`src/rtl/rtc_irq_pkg.sv`:
```
package rtc_irq_pkg;

   localparam int unsigned NUM_SRC  = 3;
   localparam int unsigned SRC_PER  = 0;
   localparam int unsigned SRC_ALM  = 1;
   localparam int unsigned SRC_UPD  = 2;
   localparam int unsigned FIELD_W  = 6;

   typedef struct packed {
      logic       summary;
      logic       per;
      logic       alm;
      logic       upd;
      logic [3:0] zero;
   } flag_byte_t;

   typedef struct packed {
      logic               valid;
      logic               zero;
      logic [FIELD_W-1:0] day;
   } valid_byte_t;

endpackage

```
`src/rtl/rtc_flag_cell.sv`:
```
module rtc_flag_cell (
   input  logic clk,
   input  logic rst_n,
   input  logic set_i,
   input  logic clr_i,
   output logic flag_o
);

   always_ff @(posedge clk or negedge rst_n) begin
      if (!rst_n) begin
         flag_o <= 1'b0;
      end else begin
         // a set in the clearing cycle wins so the event is not lost
         flag_o <= (flag_o & ~clr_i) | set_i;
      end
   end

endmodule

```
`src/rtl/rtc_flag_bank.sv`:
```
module rtc_flag_bank #(
   parameter int unsigned NUM = 3
) (
   input  logic           clk,
   input  logic           rst_n,
   input  logic [NUM-1:0] event_i,
   input  logic [NUM-1:0] enable_i,
   input  logic           clear_i,
   output logic [NUM-1:0] flag_o,
   output logic           summary_o
);

   if (NUM < 1) begin : g_bad_num
      $error("rtc_flag_bank: NUM must be at least 1");
   end

   for (genvar i = 0; i < NUM; i++) begin : g_cell
      rtc_flag_cell cell_i (
         .clk    (clk),
         .rst_n  (rst_n),
         .set_i  (event_i[i]),
         .clr_i  (clear_i),
         .flag_o (flag_o[i])
      );
   end

   assign summary_o = |(flag_o & enable_i);

endmodule

```
`src/rtl/rtc_valid_reg.sv`:
```
module rtc_valid_reg #(
   parameter int unsigned DAY_W = 6
) (
   input  logic             clk,
   input  logic             bat_rst_n,
   input  logic             rd_hit,
   input  logic             wr_hit,
   input  logic [DAY_W-1:0] wr_day,
   output logic             valid_o,
   output logic [DAY_W-1:0] day_o
);

   if (DAY_W < 1 || DAY_W > rtc_irq_pkg::FIELD_W) begin : g_bad_day
      $error("rtc_valid_reg: DAY_W out of range");
   end

   // validity bit: only a read can set it, only battery reset clears it
   always_ff @(posedge clk or negedge bat_rst_n) begin
      if (!bat_rst_n) begin
         valid_o <= 1'b0;
      end else if (rd_hit) begin
         valid_o <= 1'b1;
      end
   end

   always_ff @(posedge clk or negedge bat_rst_n) begin
      if (!bat_rst_n) begin
         day_o <= '0;
      end else if (wr_hit) begin
         day_o <= wr_day;
      end
   end

endmodule

```
`src/rtl/rtc_irq_status.sv`:
```
module rtc_irq_status #(
   parameter int unsigned ADDR_W     = 2,
   parameter int unsigned FLAG_ADDR  = 2,
   parameter int unsigned VALID_ADDR = 3,
   parameter int unsigned DAY_W      = 6
) (
   input  logic              clk,
   input  logic              main_rst_n,
   input  logic              bat_rst_n,
   input  logic              tap_edge,
   input  logic              alarm_hit,
   input  logic              update_done,
   input  logic              en_periodic,
   input  logic              en_alarm,
   input  logic              en_update,
   input  logic              rd_stb,
   input  logic [ADDR_W-1:0] rd_addr,
   input  logic              wr_stb,
   input  logic [ADDR_W-1:0] wr_addr,
   input  logic [DAY_W-1:0]  wr_data,
   output logic [7:0]        rd_data,
   output logic              irq_n
);

   import rtc_irq_pkg::*;

   localparam int unsigned         NSRC     = NUM_SRC;
   localparam logic [ADDR_W-1:0]   A_FLAG   = ADDR_W'(FLAG_ADDR);
   localparam logic [ADDR_W-1:0]   A_VALID  = ADDR_W'(VALID_ADDR);

   if (ADDR_W < 1 || ADDR_W > 16) begin : g_bad_addr_w
      $error("rtc_irq_status: ADDR_W out of range");
   end
   if (FLAG_ADDR == VALID_ADDR) begin : g_bad_map
      $error("rtc_irq_status: register addresses must differ");
   end
   if (FLAG_ADDR >= (1 << ADDR_W) || VALID_ADDR >= (1 << ADDR_W)) begin : g_bad_fit
      $error("rtc_irq_status: address does not fit ADDR_W");
   end

   logic              rd_flag_hit;
   logic              rd_valid_hit;
   logic              wr_valid_hit;
   logic [NSRC-1:0]   ev_vec;
   logic [NSRC-1:0]   en_vec;
   logic [NSRC-1:0]   flag_q;
   logic              summary;
   logic              vrt_q;
   logic [DAY_W-1:0]  day_q;
   flag_byte_t        flag_byte;
   valid_byte_t       valid_byte;

   assign rd_flag_hit  = rd_stb && (rd_addr == A_FLAG);
   assign rd_valid_hit = rd_stb && (rd_addr == A_VALID);
   assign wr_valid_hit = wr_stb && (wr_addr == A_VALID);

   always_comb begin
      ev_vec          = '0;
      en_vec          = '0;
      ev_vec[SRC_PER] = tap_edge;
      ev_vec[SRC_ALM] = alarm_hit;
      ev_vec[SRC_UPD] = update_done;
      en_vec[SRC_PER] = en_periodic;
      en_vec[SRC_ALM] = en_alarm;
      en_vec[SRC_UPD] = en_update;
   end

   rtc_flag_bank #(.NUM(NSRC)) bank_i (
      .clk       (clk),
      .rst_n     (main_rst_n),
      .event_i   (ev_vec),
      .enable_i  (en_vec),
      .clear_i   (rd_flag_hit),
      .flag_o    (flag_q),
      .summary_o (summary)
   );

   rtc_valid_reg #(.DAY_W(DAY_W)) valid_i (
      .clk       (clk),
      .bat_rst_n (bat_rst_n),
      .rd_hit    (rd_valid_hit),
      .wr_hit    (wr_valid_hit),
      .wr_day    (wr_data),
      .valid_o   (vrt_q),
      .day_o     (day_q)
   );

   always_comb begin
      flag_byte.summary = summary;
      flag_byte.per     = flag_q[SRC_PER];
      flag_byte.alm     = flag_q[SRC_ALM];
      flag_byte.upd     = flag_q[SRC_UPD];
      flag_byte.zero    = '0;
      valid_byte.valid  = vrt_q;
      valid_byte.zero   = 1'b0;
      valid_byte.day    = FIELD_W'(day_q);
   end

   always_comb begin
      if (rd_flag_hit) begin
         rd_data = flag_byte;
      end else if (rd_valid_hit) begin
         rd_data = valid_byte;
      end else begin
         rd_data = '0;
      end
   end

   assign irq_n = ~summary;

endmodule

```
`config.mk`:
```
export PLATFORM = sky130hd
export DESIGN_NAME = rtc_irq_status
export DESIGN_NICKNAME = d
export VERILOG_FILES = /design/src/rtl/rtc_irq_pkg.sv /design/src/rtl/rtc_flag_cell.sv /design/src/rtl/rtc_flag_bank.sv /design/src/rtl/rtc_valid_reg.sv /design/src/rtl/rtc_irq_status.sv
export SDC_FILE = /design/constraint.sdc
export NUM_CORES = 1
export LEC_CHECK = 0
export BUFFER_PORTS_ARGS = -buffer_cell sky130_fd_sc_hd__buf_2
export CAP_MARGIN = 5
export CORE_AREA = 2 2 39 41
export DETAILED_ROUTE_END_ITERATION = 10
export DIE_AREA = 0 0 41 43
export GPL_TIMING_DRIVEN = 1
export PLACE_DENSITY = 0.67
export SETUP_SLACK_MARGIN = 0.4
export SKIP_CTS_REPAIR_TIMING = 1
export SYNTH_ARGS = -nofsm -noshare
export SYNTH_HDL_FRONTEND = slang
export SYNTH_SLANG_ARGS = --single-unit
```
`constraint.sdc`:
```
create_clock -name clk -period 1.3 [get_ports clk]
set_clock_uncertainty 0.05 [all_clocks]
set_input_delay 0.39 -clock clk [delete_from_list [all_inputs] [get_ports clk]]
set_output_delay 0.39 -clock clk [all_outputs]
set_load 0.1 [all_outputs]
```
==> run summary <==
Gr ovfl total: 0
# setup viols final: 9
R2R Path Start: bank_i.g_cell[1].cell_i.flag_o$_DFF_PN0_
Internal reg-to-reg setup slack: 410 ps
Fillers: 101
Num CTS Buffers: 3
Vias per inst: 4.78
Initial antenna violation count: 0
Run status: finished with violations
Critical Path AT: 1380 ps
Final net count: 100
Failing checks: negative setup slack
Switch share: 0.318
Worst Path Required: 860 ps
Reg area: 250 um2
CP startpoint kind: flop
DIE HEIGHT: 43 um
#FFs+latches synth: 10
Final Critical Period: 1820 ps
Max Slew Vio Count: 0
# clock sinks: 10
Die ar.: 1760 um2
Syn Nets: 57
Sequential share of the synthesized area: 0.548
Final core occ: 0.681
RSZ-0062 raised after global routing: true
Final period utilization: 1.40
Final setup margin: -518 ps
Core area: 1380 um2
Compound-Gate Fraction of Synth Area: 0.132
Largest net degree at the start of global routing: 8
Syn Inst Count: 36
Simple-Gate Fraction of Synth Area: 0.164
Hold WC Path Type: primary input to flop
WL/cell: 12.9 um
Number of library cell types mapped by synthesis: 17
# rows: 14
Share of power burned in registers: 0.408
FF-to-FF path depth: 2
CP startpoint: bank_i.g_cell[1].cell_i.flag_o$_DFF_PN0_
Max VDD drop: 0.580 mV
P_sw: 0.295 mW
Max Clk Rate: 0.550 GHz
Drt pass-1 iters: 4
Routability cong.: 0.657
Multi-input logic area: 275 um2
Number of H-tree levels: 1
IO buf count: 29
Vias in the first global route: 461
Ports: 30
DRT iter0 DRCs: 3
P&R area growth vs syn: 106%
Worst Tran Pin Value: 345 ps
PwrDens: 983 nW/um2
Reg-to-reg endpoint: bank_i.g_cell[1].cell_i.flag_o$_DFF_PN0_
Remaining antenna violation count: 0
Total number of vias: 445
Logic pwr share: 0.380
Clk slew on worst S/H paths: 60 ps
CTS Buffer Depth: 2
Static Leakage: 0.460 nW
Int Pwr: 0.632 mW
Clk Latency, worst-skew pair: 250 ps
Hold Fails Final Rpt: 0
Post-Route WL: 1.20 mm
Crit end category: primary output
Hold_ws: 265 ps
Slew margin rel.: 0.770
Die X: 41 um
Post-detailed-route DRC marker count: 0
CTS root buf: clkbuf_4
Crit path kind: flop to primary output
Yosys warning total: 0
Post-Synthesis Cell Area: 457 um2
Crit path max fanout: 2
Share of cells above drive strength 1: 0.740
Starting Density: 0.330
Post-Synth Adder-Cell Area: 0
Setup TNS: -3340 ps
End of the critical path: rd_data[7]
First-pass GRT wire length: 1.81 mm
Ant. Diodes: 0
Syn_area_per_cell: 12.7 um2
XOR/XNOR Fraction of Synth Area: 0
Power, Total: 0.927 mW
CTS tree: done
Largest family of logic cells by synthesized area: simple AND/OR/NAND/NOR gates
Clock share of power: 0.212
Max-cap violations: 0
Overall routing resource usage: 0.155
Post-synthesis mux area share: 0.148
## power by group through the flow
stage                     clock [mW]  combinational [mW]  sequential [mW]
after floorplan                    0               0.206            0.376
after global placement             0               0.334            0.380
after detailed placement           0               0.338            0.384
after CTS                      0.209               0.340            0.378
after global routing           0.222               0.369            0.383
final                          0.197               0.352            0.378
## synthesized netlist by cell type, drive strengths merged
master,n,area share
nor2b,1,0.014
nand3,1,0.011
a21o,3,0.052
a222oi,1,0.022
mux2,6,0.15
nand3b,1,0.016
or2,1,0.014
inv,1,0.0082
and2,5,0.068
a211oi,1,0.016
nand2,1,0.0082
dfrtp,10,0.55
a22o,2,0.041
and3b,1,0.019
and3,1,0.014
## placed cells by master (no fill, tap or decap), drive strengths merged
cell / count
nand2: 1
nand3: 1
a22o: 2
inv: 1
dlygate4sd3: 2
and3b: 1
a211oi: 1
or2: 1
a222oi: 1
nor2b: 1
and3: 1
buf: 36
mux2: 6
and2: 5
a21o: 3
dfrtp: 10
nand3b: 1
clkbuf: 3
## worst min-delay path by stage
stage                     slack [ps]  cells past startpoint       start                                       end
after global placement           140                      1  main_rst_n  bank_i.g_cell[1].cell_i.flag_o$_DFF_PN0_
after global routing             260                      2    tap_edge  bank_i.g_cell[0].cell_i.flag_o$_DFF_PN0_
after CTS                       -140                      1  main_rst_n  bank_i.g_cell[2].cell_i.flag_o$_DFF_PN0_
after floorplan                   40                      0  main_rst_n  bank_i.g_cell[0].cell_i.flag_o$_DFF_PN0_
final                            270                      2    tap_edge  bank_i.g_cell[0].cell_i.flag_o$_DFF_PN0_
after detailed placement         140                      1  main_rst_n  bank_i.g_cell[0].cell_i.flag_o$_DFF_PN0_
## metal layers
layer / GRT usage / part of all wire
met5: 0 / 0
met4: 0.0600 / 0
met3: 0.0314 / 0.064
met2: 0.284 / 0.58
met1: 0.155 / 0.36
## logic make-up after synthesis
kind of cell           after synthesis
buffers and inverters                1
and+or+nand+nor                     12
muxes                                6
AOI/OAI and AO/OA                    7
DFF                                 10
## metrics by stage
stage          instances  instance area (um2)  worst slack [ps]
3_5_place_dp          87                  863              -440
2_1_floorplan         36                  520             -3760
5_1_grt               93                  942              -587
3_3_place_gp          87                  863              -453
6_report              93                  942              -518
4_1_cts               90                  886              -616
## state kept, by name, indices dropped and copies added (netlist names)
signal and flops:
valid_i.day_o 6, valid_i.valid_o 1, bank_i.g_cell.cell_i.flag_o 3
## critical path: stages, from the launching register on
cell and delay (ps):
dfrtp_1 380, a222oi_1 370, a211oi_1 130, buf_4 250
## area by class of cell
cell class	count	area share
repair buffers	38	0.393
multi-input cells	25	0.292
flip-flops and latches	10	0.266
clock buffers	3	0.0239
well taps	16	0.0212
inverters	1	0.00398
Note: power is estimated with default switching activity, not from simulation.
